==> config.mk <==
export PLATFORM = sky130hd
export DESIGN_NAME = signed_addsub
export DESIGN_NICKNAME = d
export VERILOG_FILES = /design/src/rtl/addsub_pkg.sv /design/src/rtl/addsub_operand_gate.sv /design/src/rtl/addsub_full_adder.sv /design/src/rtl/addsub_ripple.sv /design/src/rtl/addsub_ovf_detect.sv /design/src/rtl/signed_addsub.sv
export SDC_FILE = /design/constraint.sdc
export NUM_CORES = 1
export LEC_CHECK = 0
export ABC_AREA = 1
export CAP_MARGIN = 15
export CORE_AREA = 3 3 40 42
export DETAILED_ROUTE_END_ITERATION = 16
export DIE_AREA = 0 0 43 45
export DONT_BUFFER_PORTS = 1
export SETUP_SLACK_MARGIN = 0.15
export SYNTH_ARGS = -nofsm -noshare
export SYNTH_HDL_FRONTEND = slang
export SYNTH_SLANG_ARGS = --single-unit
==> constraint.sdc <==
create_clock -name vclk -period 4.1
set_input_delay 0.41 -clock vclk [all_inputs]
set_output_delay 0.41 -clock vclk [all_outputs]
set_load 0.01 [all_outputs]
==> src/rtl/addsub_pkg.sv <==
package addsub_pkg;

    typedef enum logic [1:0] {
        MODE_PASS = 2'd0,
        MODE_ADD  = 2'd1,
        MODE_SUB  = 2'd2
    } addsub_mode_e;

    typedef struct packed {
        logic sum;
        logic carry;
    } fa_out_t;

    // Subtract wins when both requests are raised.
    function automatic addsub_mode_e decode_mode(input logic add_req, input logic sub_req);
        if (sub_req)      return MODE_SUB;
        else if (add_req) return MODE_ADD;
        else              return MODE_PASS;
    endfunction

    function automatic fa_out_t fa_eval(input logic x, input logic y, input logic ci);
        fa_out_t r;
        r.sum   = x ^ y ^ ci;
        r.carry = (x & y) | (x & ci) | (y & ci);
        return r;
    endfunction

endpackage

==> src/rtl/addsub_operand_gate.sv <==
module addsub_operand_gate
    import addsub_pkg::*;
#(
    parameter int WIDTH = 5
) (
    input  logic [WIDTH-1:0] b_in,
    input  logic             add_req,
    input  logic             sub_req,
    output logic [WIDTH-1:0] b_eff,
    output logic             carry_seed
);
    addsub_mode_e mode;
    logic         pass_true;
    logic         pass_inv;

    always_comb begin
        mode      = decode_mode(add_req, sub_req);
        pass_true = (mode == MODE_ADD);
        pass_inv  = (mode == MODE_SUB);
    end

    // Each bit: true-B gate ORed with inverted-B gate.
    for (genvar i = 0; i < WIDTH; i++) begin : g_gate
        assign b_eff[i] = (b_in[i] & pass_true) | (~b_in[i] & pass_inv);
    end

    assign carry_seed = pass_inv;

    always_comb begin
        if (!add_req && !sub_req) begin
            AST_IDLE_ZERO_B: assert (b_eff == '0 && !carry_seed) else $error("idle B path not zero");
        end
        if (sub_req) begin
            AST_SUB_INVERTS: assert (b_eff == ~b_in && carry_seed) else $error("subtract path not inverted");
        end
    end

endmodule

==> src/rtl/addsub_full_adder.sv <==
module addsub_full_adder
    import addsub_pkg::*;
(
    input  logic x,
    input  logic y,
    input  logic ci,
    output logic s,
    output logic co
);
    fa_out_t r;

    always_comb begin
        r  = fa_eval(x, y, ci);
        s  = r.sum;
        co = r.carry;
    end

endmodule

==> src/rtl/addsub_ripple.sv <==
module addsub_ripple #(
    parameter int WIDTH = 5
) (
    input  logic [WIDTH-1:0] a,
    input  logic [WIDTH-1:0] b,
    input  logic             cin,
    output logic [WIDTH-1:0] sum,
    output logic             cout
);
    localparam int EXT = WIDTH + 1;

    logic [WIDTH:0] chain;

    assign chain[0] = cin;

    for (genvar i = 0; i < WIDTH; i++) begin : g_stage
        addsub_full_adder u_fa (
            .x  (a[i]),
            .y  (b[i]),
            .ci (chain[i]),
            .s  (sum[i]),
            .co (chain[i+1])
        );
    end

    assign cout = chain[WIDTH];

    always_comb begin
        AST_CHAIN_ARITH: assert ({cout, sum} == ({1'b0, a} + {1'b0, b} + EXT'(cin)))
            else $error("ripple chain disagrees with arithmetic sum");
    end

endmodule

==> src/rtl/addsub_ovf_detect.sv <==
module addsub_ovf_detect (
    input  logic a_sign,
    input  logic b_sign,
    input  logic r_sign,
    output logic ovf
);
    // Like signs in, unlike sign out.
    assign ovf = (a_sign ~^ b_sign) & (r_sign ^ a_sign);

endmodule

==> src/rtl/signed_addsub.sv <==
module signed_addsub #(
    parameter int WIDTH = 5
) (
    input  logic [WIDTH-1:0] op_a,
    input  logic [WIDTH-1:0] op_b,
    input  logic             add_en,
    input  logic             sub_en,
    output logic [WIDTH-1:0] result,
    output logic             carry_out,
    output logic             overflow
);
    localparam int MSB = WIDTH - 1;

    logic [WIDTH-1:0] b_eff;
    logic             c0;

    addsub_operand_gate #(.WIDTH(WIDTH)) u_gate (
        .b_in       (op_b),
        .add_req    (add_en),
        .sub_req    (sub_en),
        .b_eff      (b_eff),
        .carry_seed (c0)
    );

    addsub_ripple #(.WIDTH(WIDTH)) u_chain (
        .a    (op_a),
        .b    (b_eff),
        .cin  (c0),
        .sum  (result),
        .cout (carry_out)
    );

    addsub_ovf_detect u_ovf (
        .a_sign (op_a[MSB]),
        .b_sign (b_eff[MSB]),
        .r_sign (result[MSB]),
        .ovf    (overflow)
    );

    always_comb begin
        if (op_a[MSB] != b_eff[MSB]) begin
            AST_NO_OVERFLOW: assert (!overflow) else $error("overflow with unlike signs");
        end
        if (overflow) begin
            AST_OVF_SIGN_FLIP: assert (result[MSB] != op_a[MSB]) else $error("overflow without sign change");
        end
        if (!add_en && !sub_en) begin
            AST_IDLE_PASS: assert (result == op_a && !carry_out && !overflow) else $error("idle mode altered A");
        end
    end

endmodule

==> results of run 1 <==
==> path summary, 6_finish.rpt <==
kind	start	end	depth (start not counted)
setup / recovery	sub_en	overflow	13
hold / removal	op_a[4]	overflow	3
==> area by class of cell <==
cell class,count,area [µm²],share of cell area [%]
Inverter,12,45.0,16.7
Multi-Input combinational cell,26,206,76.4
Tap cell,15,18.8,6.94
==> layer usage <==
layer | vias to the layer above | share of wire (%)
met4 | 0 | 0
met2 | 15 | 40
met3 | 0 | 17
met1 | 71 | 43
li1 | 104 | -
met5 | - | 0
==> cells in the mapped netlist, drive strengths merged <==
library cell and count:
nand2 13, or2 4, fa 5, inv 12, buf 5, nor2 2
nand3 1, ha 1
==> power groups by stage <==
stage	combinational [mW]	clock (mW)	sequential [mW]
after global placement	0.0398	0	0
after detailed placement	0.0407	0	0
after floorplan	0.0503	0	0
final	0.0391	0	0
after CTS	0.0407	0	0
after global routing	0.0471	0	0
==> logic make-up (layout without fill, tap and decap cells) <==
kind of cell  count (synthesis)  count (layout)
simple gates                 20              20
buf+inv                      17              12
fa+ha+maj                     6               6
==> cells in the final DEF, fill, tap and decap left out, drive strengths merged <==
cell type / instances
ha: 1
or2: 4
nand2: 13
nor2: 2
nand3: 1
inv: 12
fa: 5
==> through the flow <==
stage / hold WS, ns / total power, mW
2_1_floorplan: 0.951 / 0.0503
3_3_place_gp: 0.957 / 0.0398
3_5_place_dp: 0.961 / 0.0407
4_1_cts: 0.962 / 0.0407
5_1_grt: 0.987 / 0.0471
6_report: 0.961 / 0.0391
==> summary by stage, run 1 <==
Cells and area
The area taken by flip-flops and latches is 0 µm². The final-layout clock buffer total is 0. Relative to the synthesized area, the layout overhead comes to -6.49%. The utilization after layout is approximately a fifth. In the final layout, the share of cells above drive strength 1 is approximately 5.3%. For this run, the number of standard cells in the final layout without fillers is 53. The layout has 150 filler cells. The final instance area is roughly 270 µm². At the end of the flow, the number of nets in the layout was 58. 0 antenna diodes ended up in the layout. The layout sequential cell count is 0.

Worst setup path
The arrival time at the worst endpoint is roughly 3.1 ns. The class of the most critical setup path is in2out. The signal on the critical path passes through inv_2 > nand2_4 > nand2_1 > nand2_1 > fa_1 > fa_1 > fa_1 > fa_1 > inv_1 > fa_1 > nand2_1 > nand2_1 > nor2_1. The cell with the largest stage delay on the worst path is fa_1. The count of buffer and inverter cells on the critical path is 2.

The most numerous cell type found on the critical path is fa_1. The maximum fanout along the worst path is 6. The kind of cell with the highest combined delay along the critical path is adder cells. For the worst setup path, the data required time is roughly 3.7 ns. The kind of start point of the critical path is an input port. The kind of capture point of the worst setup path is a primary output. The delay of the slowest cell on the worst path is ~0.49 ns.

Synth
Sequential cells were found to cover 0% of the synthesized design area. The synthesized-area fraction occupied by ao, oa, aoi and oai cells is 0%. By area the synthesized netlist is led by fa_1 35%, nand2_1 16%, inv_1 14%. The xor and xnor fraction of the mapped netlist area is 0%.

The largest total area in the synthesized netlist belongs to fa_1. The count of synthesis-stage warnings from yosys is 0. In this run, distinct cell masters in the synthesized netlist total 10.

The combinational family with the most area after synthesis is adder cells. The portion of synthesized area spent on multiplexers is 0%. Averaged over all synthesized cells, the footprint is roughly 6.7 µm². The cell count after synthesis is 43.

After synthesis the cells add up to between 200 and 300 µm². The adder and majority cell fraction of the synthesized area is around two fifths. The area share of and/or/nand/nor cells after synthesis is approximately a third. The total nets after synthesis is 61. The synthesized design devotes to its leading area cell type approximately 35% of total area.

Routing
In the routed design, unresolved DRC markers number 0. Wires add up to approximately 450 µm. The ratio of routed vias to standard cells is 3.58.

In the final routed layout, each cell accounts on average for roughly 8.6 µm. In this run the remaining antenna-violating nets after routing total 0. The initial DRC count is 3. The routed layout has 190 vias. The total iterations of the first detailed-routing run is 2.

Outcome
The flow ran to the end, and the final reports show no timing, DRC or antenna violations.

Die
Measured along the x axis, the die boundary spans roughly 43 µm. For this configuration, the core starts out at a cell density of between 20 and 25%. The core region is ~0.0013 mm². The top-level port count is 19. The number of placement rows is 13. The area of the die is between 0.0015 and 0.002 mm². The y dimension of the die is 45 µm.

Timing
The post-route setup TNS is 0 ns. The count of pins over their slew limit came to 0. Setup violations remaining at the end of the flow were counted as 0.

The maximum achievable frequency is 289 MHz. In this run the tightest slew margin relative to its limit is a little under nine tenths. After layout, the minimum clock period comes to 3.46 ns. The post-route clock period utilization is 84.3%. The actual slew at the worst max-slew pin is roughly 0.21 ns. In the post-route analysis, the smallest setup slack over all paths is roughly 0.64 ns. The hold violation total from the final report is 0. Setup repair after global routing left no endpoint under its margin.

Global routing
The residual overflow from global routing is 0. The global-route wire length before repair is 841 µm. The global routing met1 resource utilization is around 5.6%.

The via count of the first global-routing pass is 206. The busiest metal layer after global routing is met2. Entering global routing, the biggest net connects 7 pins.

The number of antenna violations at the first check in global routing is 0. Global routing consumed, on the met3 layer, 2.39% of the routing resources. The global-route met2 utilization is 10.5%. For this run, the total global-route usage over all layers was measured as under 10%.

Pwr
The internal power of the cells is around 14 µW. Of the total power, registers draw 0%. The largest voltage drop on the vdd net is around 0.000047 V. Per report_power, the clock group accounts for 0% of the total. For this design the static power due to leakage is 0.168 nW. Net switching is between 60 and 70% of the power. The analysis attributes to net switching a power of 25.4 µW. The share of total power dissipated in combinational logic is between 90% and 100%.

Dividing total power by cell area gives a power density of between 100 and 150 mW/mm².

Placement
The global placement routability congestion is 0.614. The count of buffers added on input and output ports is 0. Once detailed placement completed, the half-perimeter wirelength came to between 400 and 500 µm.

The number of placed instances, taps included is 53. The placed instances occupy a cell area of around 270 µm². At the placement stage, the worst setup path has a slack of 0.616 ns.

CTS
The number of hold buffers added after cts is 0. The count of instances resized after the clock tree is built is 0. Once the clock tree was built, the setup fixing pass inserted 0 buffers.

Flow run
Across the run, the number of max-cap violations was 0.

Hold path
The type of the most critical hold path is in2out.
(Power assumes the default switching activity.)
==> run 2: changes to the inputs <==
- clock period: 4.1 -> 3.15 ns (I/O delays scaled with it)
==> summary by stage, run 2 (synthesis results as in run 1) <==
Worst setup path
The class of the most critical setup path is in2out. The arrival time at the worst endpoint is 2.68 ns (-0.37 ns). The kind of start point of the critical path is an input port. The maximum fanout along the worst path is 6 (unchanged). The worst setup path is captured at a primary output. The data required time at the worst endpoint is 2.83 ns (-0.86 ns).

Pwr
The internal power of the cells was 26.3 µW (+93%). The leakage dissipation came to 0.169 nW (+0.56%). The largest voltage drop on the vdd net came to 0.0000778 V (+64%). The net switching power of the design is 37.1 µW (+46%). The combinational cell fraction of total power was 100.0% (about the same). The proportion of power drawn by flip-flops and latches is 0% (unchanged). The switching part of the total is 58.5% (-6.6 points). The portion of total power attributed to the clock network was 0% (unchanged). The overall power after layout is 63.4 µW (+62%). The power per standard cell area is 212 mW/mm² (+47%).

Outcome
The run finished with clean final reports.

Placement
The HPWL reported at the end of detailed placement is 474 µm (+6.9%). The global placement routability congestion is 0.632 (+3.0%). The quantity of I/O buffers inserted on ports is 0 (unchanged).

Cells and area
The number of antenna cells inserted is 0 (unchanged). The area taken by flip-flops and latches came to 0 µm² (unchanged). The net total in the final layout was 59 (+1.7%). Leaving out fill and tap cells, the most frequent cell in the layout is nand2_1.

Relative to the synthesized area, the layout overhead comes to 3.46%. The layout sequential cell count is 0 (unchanged). In the layout the commonest cells are 12 x nand2_1, 10 x inv_1, 5 x fa_2. The fraction of layout cells with a size suffix above 1 is 25.6% (+20 points).

The final-layout clock buffer total is 0 (unchanged). The utilization after layout is 23.3% (+2.2 points).

Timing
Setup repair after global routing could not meet its margin everywhere. The post-route worst hold slack is 0.772 ns (-0.188 ns). Counting I/O delays and the setup requirement, the final critical path takes roughly 3 ns. Derived from the worst setup path, the maximum achievable clock frequency is around 330 MHz. The worst slew margin relative to its limit was 90.7% (+4.6 points). The post-route clock period utilization is about 95%. The actual slew at the worst max-slew pin was 0.139 ns (-0.0688 ns).

The count of pins over their slew limit is 0 (unchanged). The total setup violations reported at the end of the flow was 0 (unchanged). The hold violation total from the final report is 0 (unchanged).

The post-route setup TNS is 0 ns (unchanged).

Global routing
The residual overflow from global routing came to 0 (unchanged). The pin count of the biggest net entering global routing is 7 (unchanged). The global-route usage over all layers is 5.25% (-0.088 points).

The global-route wire length before repair came to 807 µm (-4.0%). The number of antenna violations at the first check in global routing is 0 (unchanged). The via count of the first global-routing pass is 179 (-13%).

Hold path
The worst hold path cell count is 3 (unchanged). The type of the most critical hold path is in2out.

Routing
The total detailed-routing wirelength came to 494 µm (+8.8%). The number of remaining DRC errors was 0 (unchanged). The initial DRC count is 0 (-3). The ratio of routed vias to standard cells was 3.78 (+5.4%). The number of nets with antenna violations after routing came to 0 (unchanged).

The total iterations of the first detailed-routing run is 1 (-1). The wire length per cell is 9.15 µm (+6.8%). The number of vias in the routed layout was 204 (+7.4%).

Die
The area of the die is 0.00194 mm² (unchanged). The width of the chip came to 43 µm (unchanged). The number of placement rows was 13 (unchanged). The top-level port count was 19 (unchanged). The core area is 0.00128 mm² (unchanged).

The starting utilization of the core area is 22.5% (unchanged). The y dimension of the die is 45 µm (unchanged).

CTS
The post-CTS setup repair buffer count was 0 (unchanged). The number of hold buffers added after cts was 0 (unchanged).

Flow run
The max-cap check violation count is 0 (unchanged).
==> run 2: cell types whose count changed in the layout (fill, tap and decap cells not counted), sizes merged <==
cell	previous run	this run
buf	0	1
==> run 2: path summary, 6_finish.rpt <==
kind              startpoint        to  slack (ns)
setup / recovery      sub_en  overflow        0.16
hold / removal       op_a[4]  overflow        0.77
==> run 2: power groups by stage <==
stage | sequential (mW) | clock (mW) | combinational, mW
2_1_floorplan | 0 | 0 | 0.0683
3_3_place_gp | 0 | 0 | 0.0586
3_5_place_dp | 0 | 0 | 0.0603
4_1_cts | 0 | 0 | 0.0604
5_1_grt | 0 | 0 | 0.0721
6_report | 0 | 0 | 0.0634
==> run 2: routing by layer <==
| layer | track usage [%] | up-vias | part of all wire [%] |
|---|---|---|---|
| li1 | - | 105 | - |
| met1 | 6.30 | 83 | 39 |
| met2 | 8.98 | 16 | 43 |
| met3 | 2.79 | 0 | 17 |
| met4 | 0 | 0 | 0 |
| met5 | 0 | - | 0 |
==> run 2: final cells by class <==
type / count / area (µm²)
Fill cell: 149 / 986
Inverter: 12 / 47.5
Multi-Input combinational cell: 26 / 221
Tap cell: 15 / 18.8
Timing Repair Buffer: 1 / 11.3
==> run 2: metrics by stage <==
| stage | std cells | setup slack (ns) | instance area [µm²] |
|---|---|---|---|
| floorplan | 43 | 0.170 | 299 |
| detailed placement | 54 | 0.0504 | 288 |
| finish | 54 | 0.157 | 299 |
| CTS | 54 | 0.0682 | 288 |
| global route | 54 | 0.0437 | 299 |
| global placement | 54 | 0.0851 | 288 |
==> run 2: timing repair <==
item                                    in CTS  in global routing
gates cloned                                 0                  0
endpoints found under the setup margin       1                  2
gates resized for setup                      0                  5
pin swaps                                    1                  0
==> run 2: worst max-delay path, stage by stage <==
cell	delay [ns]
inv_4	0.05
nand2_4	0.06
nand2_1	0.05
nand2_1	0.06
fa_2	0.34
fa_2	0.34
fa_2	0.34
fa_2	0.34
inv_2	0.07
fa_2	0.44
nand2_1	0.08
nand2_1	0.05
nor2_2	0.13
==> run 3: changes to the inputs <==
- PLACE_DENSITY: unset -> 0.42
==> summary by stage, run 3 (synthesis results as in run 1) <==
Outcome
The run finished with clean final reports.

Flow run
The max-cap check violation count is 0 (unchanged).

Pwr
The leakage dissipation is 0.181 nW (+7.3%). The overall power after layout came to 67.7 µW (+6.8%). The power per standard cell area is 207 mW/mm² (-2.2%). The largest voltage drop on the vdd net is 0.0000562 V (-28%).

Placement
The quantity of I/O buffers inserted on ports is 0 (unchanged). The worst setup slack before clock tree synthesis is 0.0514 ns (+0.00102 ns). The HPWL reported at the end of detailed placement came to 458 µm (-3.4%). The global placement routability congestion was 0.621 (-1.8%).

Die
The core area is 0.00128 mm² (unchanged). The number of placement rows came to 13 (unchanged). The width of the chip is 43 µm (unchanged). The area of the die is 0.00194 mm² (unchanged). The starting utilization of the core area is 22.5% (unchanged). The top-level port count came to 19 (unchanged).

The y dimension of the die was 45 µm (unchanged).

Timing
The final setup slack of the worst path is 0.228 ns (+0.0712 ns). The post-route clock period utilization was 92.8% (-2.3 points). The total setup violations reported at the end of the flow is 0 (unchanged). The post-route minimum period is 2.92 ns (-0.0712 ns). The worst slew margin relative to its limit is 90.9% (+0.16 points). The count of pins over their slew limit is 0 (unchanged). The actual slew at the worst max-slew pin came to 0.137 ns (-0.00243 ns).

Setup repair after global routing could not meet its margin everywhere. The post-route setup TNS is 0 ns (unchanged). The hold violation total from the final report is 0 (unchanged). The maximum achievable frequency is 342 MHz (+2.4%).

Global routing
The pin count of the biggest net entering global routing is 7 (unchanged). The number of antenna violations at the first check in global routing came to 0 (unchanged). The residual overflow from global routing was 0 (unchanged). The global-route usage over all layers is 4.93% (-0.33 points). The via count of the first global-routing pass is 163 (-8.9%). The global-route wire length before repair is 765 µm (-5.2%).

Cells and area
From synthesis to final layout, the design area changed by 13.0%. The layout sequential cell count came to 0 (unchanged). The top cell types in the final layout, fill and taps aside, are 10 x inv_1, 10 x nand2_1, 4 x or2_1, 4 x fa_2.

The number of antenna cells inserted is 0 (unchanged). The total of fill cells in the finished design is 147 (-1.3%). The net total in the final layout is 61 (+3.4%). The area taken by flip-flops and latches is 0 µm² (unchanged). The final-layout clock buffer total is 0 (unchanged). The fraction of layout cells with a size suffix above 1 was 31.7% (+6.1 points).

Routing
The number of remaining DRC errors is 0 (unchanged). The number of nets with antenna violations after routing is 0 (unchanged). The total detailed-routing wirelength is 487 µm (-1.4%).

The initial DRC count is 5 (+5). The number of vias in the routed layout is 198 (-2.9%). The wire length per cell is 8.70 µm (-4.9%). The total iterations of the first detailed-routing run is 4 (+3). The ratio of routed vias to standard cells is 3.54 (-6.4%).

Worst setup path
The worst setup path is captured at a primary output. The maximum fanout along the worst path is 6 (unchanged). The class of the most critical setup path is in2out. The worst setup path is launched from an input port. The data required time at the worst endpoint was 2.83 ns (about the same). The arrival time at the worst endpoint is 2.61 ns (-0.07 ns).

Hold path
The worst hold path cell count came to 3 (unchanged). The type of the most critical hold path is in2out.
[run 3: changes by cell type in the layout (fill, tap and decap cells not counted), sizes merged]
cell,previous run,this run
inv,12,11
clkinv,0,1
buf,1,3
[run 3: timing repair]
action                                  4_1_cts  5_1_grt
resized for setup                             1        8
setup buffers                                 0        2
endpoints found under the setup margin        1        2
pin swaps                                     2        3
hold buffers                                  0        0
[run 3: cell type report]
class	instances	area (µm²)	area share (%)
Timing Repair Buffer	3	26.3	8.05
Multi-Input combinational cell	26	224	68.6
Inverter	12	57.6	17.6
Tap cell	15	18.8	5.75
[run 3: where the power goes]
part / total (mW) / switching (mW) / internal (mW)
Sequential: 0 / 0 / 0
Clock: 0 / 0 / 0
Combinational: 0.0677 / 0.0372 / 0.0305
[run 3: stage by stage]
stage	hold WS (ns)	area, µm²	std cells	util, %
after detailed placement	0.775	288	54	22.4
after floorplan	0.769	299	43	-
final	0.775	327	56	25.4
after CTS	0.773	290	54	22.6
after global placement	0.775	288	54	22.4
after global routing	0.796	327	56	25.4
[run 3: metal layers]
metal	routed length [µm]	GRT usage, %
met4	0	0
met3	53	0.398
met5	0	0
met2	240	7.78
met1	192	7.79
[run 3: final timing paths]
kind | slack (ns) | endpoint | startpoint
max | 0.23 | overflow | sub_en
min | 0.78 | overflow | op_a[4]
[run 3: worst max-delay path, cell delays in order]
cell and delay [ns]:
clkinv_8 0.03, nand2_4 0.04, nand2_2 0.05, nand2_2 0.05
fa_2 0.34, fa_2 0.34, fa_2 0.34, fa_2 0.34
inv_2 0.06, fa_1 0.41, nand2_1 0.08, nand2_1 0.05
nor2_2 0.15
